[config.mk]
export PLATFORM = sky130hd
export DESIGN_NAME = scan_lcu_seq
export DESIGN_NICKNAME = d
export VERILOG_FILES = /design/src/rtl/scan_seq_pkg.sv /design/src/rtl/scan_seq_ctrl.sv /design/src/rtl/scan_seq_stim.sv /design/src/rtl/scan_seq_resp.sv /design/src/rtl/scan_lcu_seq.sv
export SDC_FILE = /design/constraint.sdc
export NUM_CORES = 1
export LEC_CHECK = 0
export ABC_AREA = 1
export BUFFER_PORTS_ARGS = -buffer_cell sky130_fd_sc_hd__buf_2
export CORE_ASPECT_RATIO = 1.2
export CORE_MARGIN = 5
export CORE_UTILIZATION = 40
export CTS_BUF_LIST = sky130_fd_sc_hd__clkbuf_4 sky130_fd_sc_hd__clkbuf_8 sky130_fd_sc_hd__clkbuf_16
export CTS_CLUSTER_SIZE = 16
export DETAILED_ROUTE_END_ITERATION = 6
export GPL_TIMING_DRIVEN = 1
export PLACE_DENSITY = 0.63
export SKIP_LAST_GASP = 1
export SLEW_MARGIN = 0
export SYNTH_ARGS = -nofsm -noshare
export SYNTH_HDL_FRONTEND = slang
export SYNTH_SLANG_ARGS = --single-unit
[constraint.sdc]
create_clock -name clk -period 2.8 [get_ports clk]
set_clock_uncertainty 0.2 [all_clocks]
set_input_delay 0.56 -clock clk [delete_from_list [all_inputs] [get_ports clk]]
set_output_delay 0.56 -clock clk [all_outputs]
set_load 0.01 [all_outputs]
[src/rtl/scan_seq_pkg.sv]
package scan_seq_pkg;
    typedef enum logic [1:0] {
        ST_IDLE  = 2'd0,
        ST_SHIFT = 2'd1,
        ST_CAPT  = 2'd2
    } seq_state_e;
endpackage

[src/rtl/scan_seq_ctrl.sv]
// Phase controller: sequences shift passes and capture cycles and owns the handshake.
module scan_seq_ctrl
    import scan_seq_pkg::*;
#(
    parameter int CHAIN_LEN = 8
) (
    input  logic clk,
    input  logic rst,
    input  logic pat_valid,
    output logic pat_ready,
    output logic accept,
    output logic shift_act,
    output logic last_cyc,
    output logic load_act,
    output logic unload_act
);
    localparam int CW = (CHAIN_LEN > 1) ? $clog2(CHAIN_LEN) : 1;
    localparam logic [CW-1:0] LAST = CW'(CHAIN_LEN - 1);

    typedef struct packed {
        seq_state_e    state;
        logic [CW-1:0] cnt;
        logic          load;    // current pass carries a stimulus
        logic          unload;  // current pass carries a response
        logic          pend;    // a stimulus waits for the pass after capture
    } ctrl_t;

    ctrl_t ctl_d, ctl_q;

    always_comb begin
        ctl_d     = ctl_q;
        pat_ready = (ctl_q.state == ST_IDLE) ||
                    (ctl_q.state == ST_SHIFT && ctl_q.cnt == LAST);
        accept    = pat_valid && pat_ready;
        unique case (ctl_q.state)
            ST_IDLE: begin
                if (accept) begin
                    ctl_d.state  = ST_SHIFT;
                    ctl_d.cnt    = '0;
                    ctl_d.load   = 1'b1;
                    ctl_d.unload = 1'b0;
                end
            end
            ST_SHIFT: begin
                if (ctl_q.cnt == LAST) begin
                    ctl_d.cnt  = '0;
                    ctl_d.pend = accept;
                    if (ctl_q.load) begin
                        ctl_d.state = ST_CAPT;
                    end else if (accept) begin
                        ctl_d.state  = ST_SHIFT;
                        ctl_d.load   = 1'b1;
                        ctl_d.unload = 1'b0;
                    end else begin
                        ctl_d.state  = ST_IDLE;
                        ctl_d.load   = 1'b0;
                        ctl_d.unload = 1'b0;
                    end
                end else begin
                    ctl_d.cnt = ctl_q.cnt + 1'b1;
                end
            end
            ST_CAPT: begin
                ctl_d.state  = ST_SHIFT;
                ctl_d.cnt    = '0;
                ctl_d.unload = 1'b1;
                ctl_d.load   = ctl_q.pend;
            end
            default: ctl_d.state = ST_IDLE;
        endcase
    end

    always_ff @(posedge clk) begin
        if (rst) begin
            ctl_q <= '{state: ST_IDLE, cnt: '0, load: 1'b0, unload: 1'b0, pend: 1'b0};
        end else begin
            ctl_q <= ctl_d;
        end
    end

    assign shift_act  = (ctl_q.state == ST_SHIFT);
    assign last_cyc   = shift_act && (ctl_q.cnt == LAST);
    assign load_act   = ctl_q.load;
    assign unload_act = ctl_q.unload;

    // capture lasts exactly one cycle and a fresh pass follows it
    p_capt_single_r3: assert property (@(posedge clk) disable iff (rst)
        ctl_q.state == ST_CAPT |=> ctl_q.state == ST_SHIFT && ctl_q.cnt == '0 && ctl_q.unload);

    // a pass advances one count per cycle until its last cycle
    p_pass_steps_r2: assert property (@(posedge clk) disable iff (rst)
        ctl_q.state == ST_SHIFT && ctl_q.cnt != LAST
        |=> ctl_q.state == ST_SHIFT && ctl_q.cnt == $past(ctl_q.cnt) + 1'b1);

    // an unload-only pass with no new offer returns to idle
    p_final_idle_r6: assert property (@(posedge clk) disable iff (rst)
        last_cyc && !ctl_q.load && !pat_valid |=> ctl_q.state == ST_IDLE);

    // a pattern taken at the end of an unload-only pass loads at once
    p_restart_load_r10: assert property (@(posedge clk) disable iff (rst)
        last_cyc && !ctl_q.load && accept |=> ctl_q.state == ST_SHIFT && ctl_q.load && !ctl_q.unload);
endmodule

[src/rtl/scan_seq_stim.sv]
// Stimulus shifter: holds the word being loaded and presents it MSB first.
module scan_seq_stim #(
    parameter int CHAIN_LEN = 8
) (
    input  logic                 clk,
    input  logic                 rst,
    input  logic                 accept,
    input  logic [CHAIN_LEN-1:0] pat_stim,
    input  logic                 shift_act,
    input  logic                 load_act,
    output logic                 chain_si
);
    logic [CHAIN_LEN-1:0] sr_d, sr_q;

    always_comb begin
        sr_d = sr_q;
        if (accept) begin
            sr_d = pat_stim;
        end else if (shift_act) begin
            sr_d = sr_q << 1;
        end
    end

    always_ff @(posedge clk) begin
        if (rst) begin
            sr_q <= '0;
        end else begin
            sr_q <= sr_d;
        end
    end

    assign chain_si = (shift_act && load_act) ? sr_q[CHAIN_LEN-1] : 1'b0;

    // an accepted word is what the next pass starts from
    p_word_taken_r2: assert property (@(posedge clk) disable iff (rst)
        accept |=> sr_q == $past(pat_stim));
endmodule

[src/rtl/scan_seq_resp.sv]
// Response collector: assembles the unloaded bits, compares, counts failures.
module scan_seq_resp #(
    parameter int CHAIN_LEN = 8,
    parameter int CNT_W     = 8
) (
    input  logic                 clk,
    input  logic                 rst,
    input  logic                 accept,
    input  logic [CHAIN_LEN-1:0] pat_expect,
    input  logic                 shift_act,
    input  logic                 last_cyc,
    input  logic                 load_act,
    input  logic                 unload_act,
    input  logic                 chain_so,
    output logic                 res_valid,
    output logic                 res_pass,
    output logic [CNT_W-1:0]     fail_count
);
    localparam logic [CNT_W-1:0] CNT_MAX = '1;

    typedef struct packed {
        logic [CHAIN_LEN-1:0] resp;
        logic [CHAIN_LEN-1:0] exp_load;  // expected word of the stimulus being loaded
        logic [CHAIN_LEN-1:0] exp_chk;   // expected word of the response in the chain
        logic                 valid;
        logic                 pass;
        logic [CNT_W-1:0]     fails;
    } resp_t;

    resp_t rs_d, rs_q;
    logic [CHAIN_LEN:0]   cat;
    logic [CHAIN_LEN-1:0] full;

    always_comb begin
        cat      = {rs_q.resp, chain_so};
        full     = cat[CHAIN_LEN-1:0];
        rs_d     = rs_q;
        rs_d.valid = 1'b0;
        if (accept) begin
            rs_d.exp_load = pat_expect;
        end
        if (shift_act && unload_act) begin
            rs_d.resp = full;
            if (last_cyc) begin
                rs_d.valid = 1'b1;
                rs_d.pass  = (full == rs_q.exp_chk);
                if (full != rs_q.exp_chk && rs_q.fails != CNT_MAX) begin
                    rs_d.fails = rs_q.fails + 1'b1;
                end
            end
        end
        if (last_cyc && load_act) begin
            rs_d.exp_chk = rs_q.exp_load;
        end
    end

    always_ff @(posedge clk) begin
        if (rst) begin
            rs_q <= '0;
        end else begin
            rs_q <= rs_d;
        end
    end

    assign res_valid  = rs_q.valid;
    assign res_pass   = rs_q.pass;
    assign fail_count = rs_q.fails;

    // the result strobe is a single-cycle pulse
    p_strobe_pulse_r7: assert property (@(posedge clk) disable iff (rst)
        res_valid |=> !res_valid);

    // the counter moves only on a failing strobe, and then by one
    p_count_step_r8: assert property (@(posedge clk) disable iff (rst)
        fail_count != $past(fail_count)
        |-> res_valid && !res_pass && fail_count == CNT_W'($past(fail_count) + 1'b1));
endmodule

[src/rtl/scan_lcu_seq.sv]
module scan_lcu_seq #(
    parameter int CHAIN_LEN = 8,
    parameter int CNT_W     = 8
) (
    input  logic                 clk,
    input  logic                 rst,
    input  logic                 pat_valid,
    output logic                 pat_ready,
    input  logic [CHAIN_LEN-1:0] pat_stim,
    input  logic [CHAIN_LEN-1:0] pat_expect,
    output logic                 chain_se,
    output logic                 chain_si,
    input  logic                 chain_so,
    output logic                 res_valid,
    output logic                 res_pass,
    output logic [CNT_W-1:0]     fail_count
);
    logic accept, shift_act, last_cyc, load_act, unload_act;

    scan_seq_ctrl #(.CHAIN_LEN(CHAIN_LEN)) u_ctrl (
        .clk(clk), .rst(rst), .pat_valid(pat_valid), .pat_ready(pat_ready),
        .accept(accept), .shift_act(shift_act), .last_cyc(last_cyc),
        .load_act(load_act), .unload_act(unload_act)
    );

    scan_seq_stim #(.CHAIN_LEN(CHAIN_LEN)) u_stim (
        .clk(clk), .rst(rst), .accept(accept), .pat_stim(pat_stim),
        .shift_act(shift_act), .load_act(load_act), .chain_si(chain_si)
    );

    scan_seq_resp #(.CHAIN_LEN(CHAIN_LEN), .CNT_W(CNT_W)) u_resp (
        .clk(clk), .rst(rst), .accept(accept), .pat_expect(pat_expect),
        .shift_act(shift_act), .last_cyc(last_cyc), .load_act(load_act),
        .unload_act(unload_act), .chain_so(chain_so), .res_valid(res_valid),
        .res_pass(res_pass), .fail_count(fail_count)
    );

    assign chain_se = shift_act;

    // no offer is taken during a capture cycle
    p_no_take_in_capt_r9: assert property (@(posedge clk) disable iff (rst)
        $fell(chain_se) && $past(load_act) |-> !pat_ready);
endmodule

-- Yosys cells after proc, flatten, opt, wreduce, memory -nomap -nowiden
Cells that the tools add are included.
W data, S select, Z words.
- bits in registers: 49
- word-level logic and storage cells: 57
- input bits: 20
- output and inout port bits: 13
- reduce and logical (&&, ||, !) cells: 18
- muxes and demuxes: 15
- bitwise operators: 1
- add/sub/neg operators: 2
- eq/ne operators: 9
- operators with widths (kind ; number):
    $mux W8 ; 3
    $pmux W5 S3 ; 1
    $mux W10 ; 1
    $add A8 B1 Y8 const B ; 1
    $eq A8 B8 Y1 ; 1
    $mux W2 ; 4
    $ne A8 B8 Y1 ; 1
    $ne A8 B8 Y1 const B ; 1
    $reduce_and A2 Y1 ; 4
    $mux W7 ; 1
    $logic_and A1 B1 Y1 ; 6
    $mux W3 ; 2
    $ne A2 B2 Y1 const B ; 3
    $pmux W2 S3 ; 1
    $reduce_and A3 Y1 ; 2
    $reduce_and A4 Y1 ; 1
    $add A3 B1 Y3 const B ; 1
    $eq A3 B3 Y1 const B ; 1
    $reduce_bool A3 Y1 ; 1
    $eq A2 B1 Y1 const B ; 1
    $eq A2 B2 Y1 const B ; 1
    $logic_not A2 Y1 ; 1
    $mux W1 ; 2
    $reduce_bool A2 Y1 ; 1
    3 further kinds ; 3

-- Logic depth before layout (Yosys ltp)
Gate-level depths: netlist of run 1.
- depth in word-level cells: 8
- depth in mapped cells: 10
- gate-level depth less buffers: 9

-- By module
A second synthesis of run 1 with hierarchy kept.
- cell total of the unflattened synthesis: 342
- area total of the unflattened synthesis: 2499.9 µm²
- by module, submodules not included (module ; sequential area each (µm²) ; instances ; cells each ; area each (µm²)):
    scan_seq_resp ; 660.6 ; 1 ; 212 ; 1536.5
    scan_seq_ctrl ; 160.2 ; 1 ; 69 ; 558.0
    scan_seq_stim ; 160.2 ; 1 ; 61 ; 405.4

-- Worst setup path before layout of run 1
OpenSTA, ideal clock, no wires.
- path type: register -> output
- from: register u_ctrl.ctl_q[7] in the netlist's numbering
- to: output port chain_si
- path slack: 0.972 ns
- buffers on the path: 1
- data required time: 2.040 ns
- data arrival time: 1.068 ns
- cell stages (with the launch flop): 6
- cells stage by stage: dfxtp_1 > inv_1 > ha_1 > buf_4 > nand2_1 > nor2_1
- word-level cells in the longest chain between the ends: 3
- ends and longest elaborated chain (element ; line ; source):
    from (decl) ; scan_seq_ctrl.sv:28 ; ctrl_t ctl_d, ctl_q;
    from (signal assigned) ; scan_seq_ctrl.sv:75 ; ctl_q <= '{state: ST_IDLE, cnt: '0, load: 1'b0, unload: 1'b0, pend: 1'b0};
    from (signal assigned) ; scan_seq_ctrl.sv:77 ; ctl_q <= ctl_d;
    $eq A2 B1 Y1 ; scan_seq_ctrl.sv:81 ; assign shift_act = (ctl_q.state == ST_SHIFT);
    net chain_se ; scan_lcu_seq.sv:11 ; output logic chain_se,
    $logic_and A1 B1 Y1 ; scan_seq_stim.sv:32 ; assign chain_si = (shift_act && load_act) ? sr_q[CHAIN_LEN-1] : 1'b0;
    $mux W1 ; scan_seq_stim.sv:32 ;
    to (decl) ; scan_lcu_seq.sv:12 ; output logic chain_si,
The timed path passes the listed nets, and every way through them passes these cells.

-- Worst setup path in the final report of run 1
- from: register u_ctrl.ctl_q[7] in the netlist's numbering
- to: output port chain_si
- word-level cells in the longest chain between the ends: 3
- ends and longest elaborated chain (element ; line):
    $eq A2 B1 Y1 ; scan_seq_ctrl.sv:81
    $logic_and A1 B1 Y1 ; scan_seq_stim.sv:32
    $mux W1 ; scan_seq_stim.sv:32
Every way passes these cells.

==> results.cfg, run 1 <==
[logic_synthesis]
synth_cell_types = 30
synth.top_cell.area_share_pct = 41.7
synth.area.top_cells = dfxtp_1 42%, nand2_1 7.8%, nor2_1 6.9%
netlist_area_mm2 = 0.00235
seq_area_frac_synth_pct = 41.7
synth-seq-cells = 49
synth_edf_count = 0
syn_inst = 308
syn_nets = 336
synth_commonest_cells = 49 x dfxtp_1, 49 x nand2_1, 43 x nor2_1
yosys_warnings = 0
synth_top_area_cell = dfxtp_1
synth_flop_cell = dfxtp_1
syn-mean-instance-area_um2 = 7.64
ys_async_sr_fraction_pct = 0

[power]
seqPwrFrac_pct = 48.6
p_int_mw = 1.17
p_switching_mw = 0.405
peakVddDrop_mv = 0.294
combPwrFrac_pct = 13.9
clockPowerShare_pct = 37.6
p_leak_nw = 1.17
switching_share_pct = 25.8
powerDensity_mw_per_mm2 = 598

[worst_setup_path]
cp_slowest_cell = ha_1
worst_setup_path_start_kind = register
rr_worst_depth = 7
cp.arrival_ns = 1.82
max_stage_delay_ns = 0.57
path_cells = inv_1 > ha_1 > nand2_1 > nor2_1 > buf_2
end_kind = output pin
cp_data_required_time_ns = 2.04
critPathKind = register to output pin
cp_max_fo = 17

[cts]
cts_hold_buf = 0
h-tree-depth = 2
clk_latency_ns = 0.30
post_cts_buffers = 0
clk_path_buf_depth = 2
clk_pin_slew_ns = 0.09
numCtsBuffers = 5
cts.sinks = 49
root_buffer = clkbuf_8
cts_resized = 0
cts_tree = built

[die]
core_mm2 = 0.00571
die_w_um = 80.0
dieArea_mm2 = 0.00752
io_pins = 33
chipHeight_um = 94.0
fp-row-count = 30
start_util_pct = 41.2

[detailed_routing]
drtIter0Drc = 90
wl_per_cell_um = 11.1
vias_per_cell = 4.85
antenna_left = 0
vias = 1988
drtPass1Iterations = 4
drc = 0
drt-total-wl_um = 4560

[global_routing]
overflow = 0
grt_max_degree = 29
grt_pass1_vias = 1742
grt_util_all_layers_pct = 12.6
antenna_found_initial = 0
grt_pass1_wl_um = 7550

[place]
place_congestion = 0.816
numPortBuffers = 32
post-place-ws_ns = 0.547
dp_hpwl_um = 3250

[layout]
diodes = 0
fin_nets = 357
utilization_pct = 46.1
final.fill_count = 613
layout-drive-gt1-share_pct = 17.3
area_growth_pct = 11.6

[status]
outcome = complete, no violations

[sta]
final_hold_viol_count = 0
rsz0062_at_grt = false
fin_ws_ns = 0.222
post-route-period-util_pct = 92.1
tightest_slew_ns = 0.679
tns_ns = 0
fin_crit_ns = 2.58
max_freq_ghz = 0.388
report.final.slew_viol_count = 0
max_slew_margin_pct = 54.7
setup_viol = 0

[run]
maxCapViolCount = 0

[min_path]
hold_depth = 2
hold_path.class = register to register
layout make-up:
class                           instances  area (um^2)  area share (%)
Clock buffer                            5         68.8            2.62
Sequential cell                        49          981            37.3
Clock inverter                          3         65.1            2.48
Tap cell                               80          100            3.81
Multi-Input combinational cell        213         1140            43.4
Timing Repair Buffer                   32          160            6.10
Inverter                               28          111            4.24
layout by cell type, fill, tap and decap left out, drive strengths merged:
cell	instances
o31ai	1
nand3	23
a211oi	1
a41oi	1
buf	32
clkbuf	5
ha	8
o21ai	29
xnor2	7
dfxtp	49
nor2	46
nand2	56
xor2	2
nand4	5
a21boi	1
inv	25
a21oi	26
nor3	1
a31oi	6
bufinv	2
clkinv	4
power by group through the flow:
stage	combinational, mW	sequential (mW)	clock, mW
after CTS	0.219	0.764	0.612
after floorplan	0.179	0.773	0
after detailed placement	0.219	0.780	0
after global placement	0.218	0.780	0
final	0.218	0.764	0.590
after global routing	0.250	0.770	0.643
critical path, delay by kind of cell (launching register included):
| kind | cells | cell delay, ns |
|---|---|---|
| adder cells (fa/ha/maj) | 1 | 0.57 |
| buffers and inverters | 2 | 0.23 |
| flip-flops | 1 | 0.35 |
| AND/OR/NAND/NOR | 2 | 0.37 |
sequential cells by signal, indices dropped and copies added (netlist names):
signal,flops
u_resp.cat,7
u_stim.sr_q,8
u_resp.res_valid,1
u_resp.res_pass,1
u_ctrl.ctl_q,6
u_resp.rs_q,16
u_ctrl.load_act,1
u_resp.fail_count,8
u_ctrl.unload_act,1
stage by stage:
| stage | power (mW) | cells | hold slack, ns | instance area, um^2 |
|---|---|---|---|---|
| floorplan | 0.953 | 308 | 0.236 | 2350 |
| global placement | 0.998 | 402 | 0.248 | 2490 |
| detailed placement | 0.998 | 402 | 0.254 | 2490 |
| CTS | 1.59 | 410 | 0.267 | 2630 |
| global route | 1.66 | 410 | 0.286 | 2630 |
| finish | 1.57 | 410 | 0.263 | 2630 |
path summary, 6_finish.rpt:
check / end / slack (ns) / start
setup / recovery: chain_si / 0.22 / u_ctrl.ctl_q[7]$_SDFFE_PP0P_
hold reg to reg: u_ctrl.ctl_q[0]$_SDFFE_PP0P_ / 0.26 / u_ctrl.ctl_q[0]$_SDFFE_PP0P_
setup reg to reg: u_ctrl.unload_act$_SDFFE_PP0P_ / 0.55 / u_ctrl.ctl_q[7]$_SDFFE_PP0P_
hold / removal: u_ctrl.ctl_q[0]$_SDFFE_PP0P_ / 0.26 / u_ctrl.ctl_q[0]$_SDFFE_PP0P_
layer usage:
layer / vias up / track usage [%] / wire (um)
met5: - / 0 / 0
met4: 0 / 5.35 / 76
met2: 48 / 20.9 / 2130
met3: 9 / 3.93 / 259
li1: 1043 / - / -
met1: 888 / 14.9 / 2090
cell families after synthesis:
logic type	after synthesis	synth area share (%)
and+or+nand+nor	131	25.8
buffers and inverters	46	9.83
adders and majority gates	8	4.25
AOI/OAI and AO/OA	65	15.0
xor gates and xnor gates	9	3.35
DFF	49	41.7
No activity file was read; power rests on OpenSTA's default activity.
==> run 2, diff against run 1 <==
--- a/config.mk
+++ b/config.mk
@@ -7,7 +7,6 @@
 export LEC_CHECK = 0
 export ABC_AREA = 1
 export BUFFER_PORTS_ARGS = -buffer_cell sky130_fd_sc_hd__buf_2
-export CORE_ASPECT_RATIO = 1.2
 export CORE_MARGIN = 5
 export CORE_UTILIZATION = 40
 export CTS_BUF_LIST = sky130_fd_sc_hd__clkbuf_4 sky130_fd_sc_hd__clkbuf_8 sky130_fd_sc_hd__clkbuf_16
==> results.cfg, run 2 (synthesis gave the netlist of run 1 again) <==
[cts]
post_cts_buffers = 0
cts_hold_buf = 0
clk_latency_ns = 0.30
root_buffer = clkbuf_8
cts_tree = built
h-tree-depth = 2
clk_pin_slew_ns = 0.09
numCtsBuffers = 5
cts_resized = 0
cts.sinks = 49
clk_path_buf_depth = 2

[detailed_routing]
wl_per_cell_um = 11.6
drtPass1Iterations = 4
vias_per_cell = 4.84
drt-total-wl_um = 4700
antenna_left = 0
drc = 0
vias = 1965
drtIter0Drc = 157

[layout]
fin_nets = 358
layout-drive-gt1-share_pct = 17.5
finalNonFillerCells = 406
area_growth_pct = 10.9
utilization_pct = 44.9
diodes = 0
largest-register = u_resp.rs_q
final_cell_mix = 49 x nand2_1, 49 x dfxtp_1, 43 x nor2_1, 32 x buf_2, 29 x o21ai_0
largest_reg_flops = 16

[worst_setup_path]
end_kind = output pin
cp_max_fo = 11
rr_worst_depth = 10
worst_setup_path_start_kind = register
cp_data_required_time_ns = 2.04
timing.rr.start = u_ctrl.ctl_q[7]$_SDFFE_PP0P_
reg2reg_slack_ns = 0.67
cp.arrival_ns = 1.69
critPathKind = register to output pin
r2r_end = u_resp.fail_count[3]$_SDFFE_PP0P_

[min_path]
hold_path.class = register to register
holdPathEnd = u_ctrl.ctl_q[0]$_SDFFE_PP0P_
hold_start = u_ctrl.ctl_q[0]$_SDFFE_PP0P_
hold_depth = 2

[sta]
max_slew_margin_pct = 54.8
max_freq_ghz = 0.408
fin_crit_ns = 2.45
tns_ns = 0
setup_viol = 0
rsz0062_at_grt = false
final_hold_viol_count = 0
tightest_slew_ns = 0.677
whs_ns = 0.274
post-route-period-util_pct = 87.5
report.final.slew_viol_count = 0

[place]
dp_cells = 398
place_congestion = 0.874
numPortBuffers = 32
dp_hpwl_um = 3460

[power]
p_leak_nw = 1.16
powerDensity_mw_per_mm2 = 575
peakVddDrop_mv = 0.340

[die]
fp-row-count = 28
start_util_pct = 40.5
core_mm2 = 0.00582
dieArea_mm2 = 0.00752
io_pins = 33
die_w_um = 86.7
chipHeight_um = 86.7

[global_routing]
antenna_found_initial = 0
grt_pass1_wl_um = 8510
grt_max_degree = 29
overflow = 0
grt_util_all_layers_pct = 14.0
grt_pass1_vias = 1897

[status]
outcome = complete, no violations

[run]
maxCapViolCount = 0
run 2: final cells by class:
type | count | area, um^2
Clock inverter | 3 | 46.3
Tap cell | 75 | 93.8
Timing Repair Buffer | 33 | 168
Multi-Input combinational cell | 213 | 1140
Sequential cell | 49 | 981
Clock buffer | 5 | 68.8
Fill cell | 625 | 3210
Inverter | 28 | 111
run 2: metal layers:
metal	global-route usage, %	vias to the layer above	wire length [um]
met3	4.37	4	231
li1	-	1051	-
met4	3.40	0	36
met1	18.6	876	2330
met5	0	-	0
met2	22.1	34	2100
run 2: stage by stage:
stage / power (mW) / setup WS (ns) / cell area [um^2]
global route: 1.59 / 0.204 / 2610
global placement: 1.00 / 0.727 / 2490
CTS: 1.51 / 0.347 / 2610
finish: 1.50 / 0.349 / 2610
detailed placement: 1.00 / 0.684 / 2490
floorplan: 0.953 / 0.972 / 2350
run 2: power by group:
group,internal [mW],total [mW],switching [mW]
sequential,0.738,0.764,0.0268
combinational,0.0774,0.222,0.144
clock,0.268,0.515,0.248
total,1.08,1.50,0.419
run 2: worst max-delay path: stages (launching register included):
cell	delay (ns)
dfxtp_1	0.36
inv_1	0.09
ha_1	0.40
buf_4	0.24
nand2_2	0.07
nand2_2	0.09
buf_2	0.14
run 2: worst max-delay path by stage:
stage                                       from  depth (start not counted)                                 to  slack, ns
global placement    u_ctrl.ctl_q[7]$_SDFFE_PP0P_                          6                          pat_ready       0.73
CTS                 u_ctrl.ctl_q[7]$_SDFFE_PP0P_                          6                          pat_ready       0.35
floorplan           u_ctrl.ctl_q[7]$_SDFFE_PP0P_                          5                           chain_si       0.97
global route        u_ctrl.ctl_q[7]$_SDFFE_PP0P_                          6                          pat_ready       0.20
finish              u_ctrl.ctl_q[7]$_SDFFE_PP0P_                          6                          pat_ready       0.35
detailed placement  u_ctrl.ctl_q[7]$_SDFFE_PP0P_                         10  u_resp.fail_count[0]$_SDFFE_PP0P_       0.68
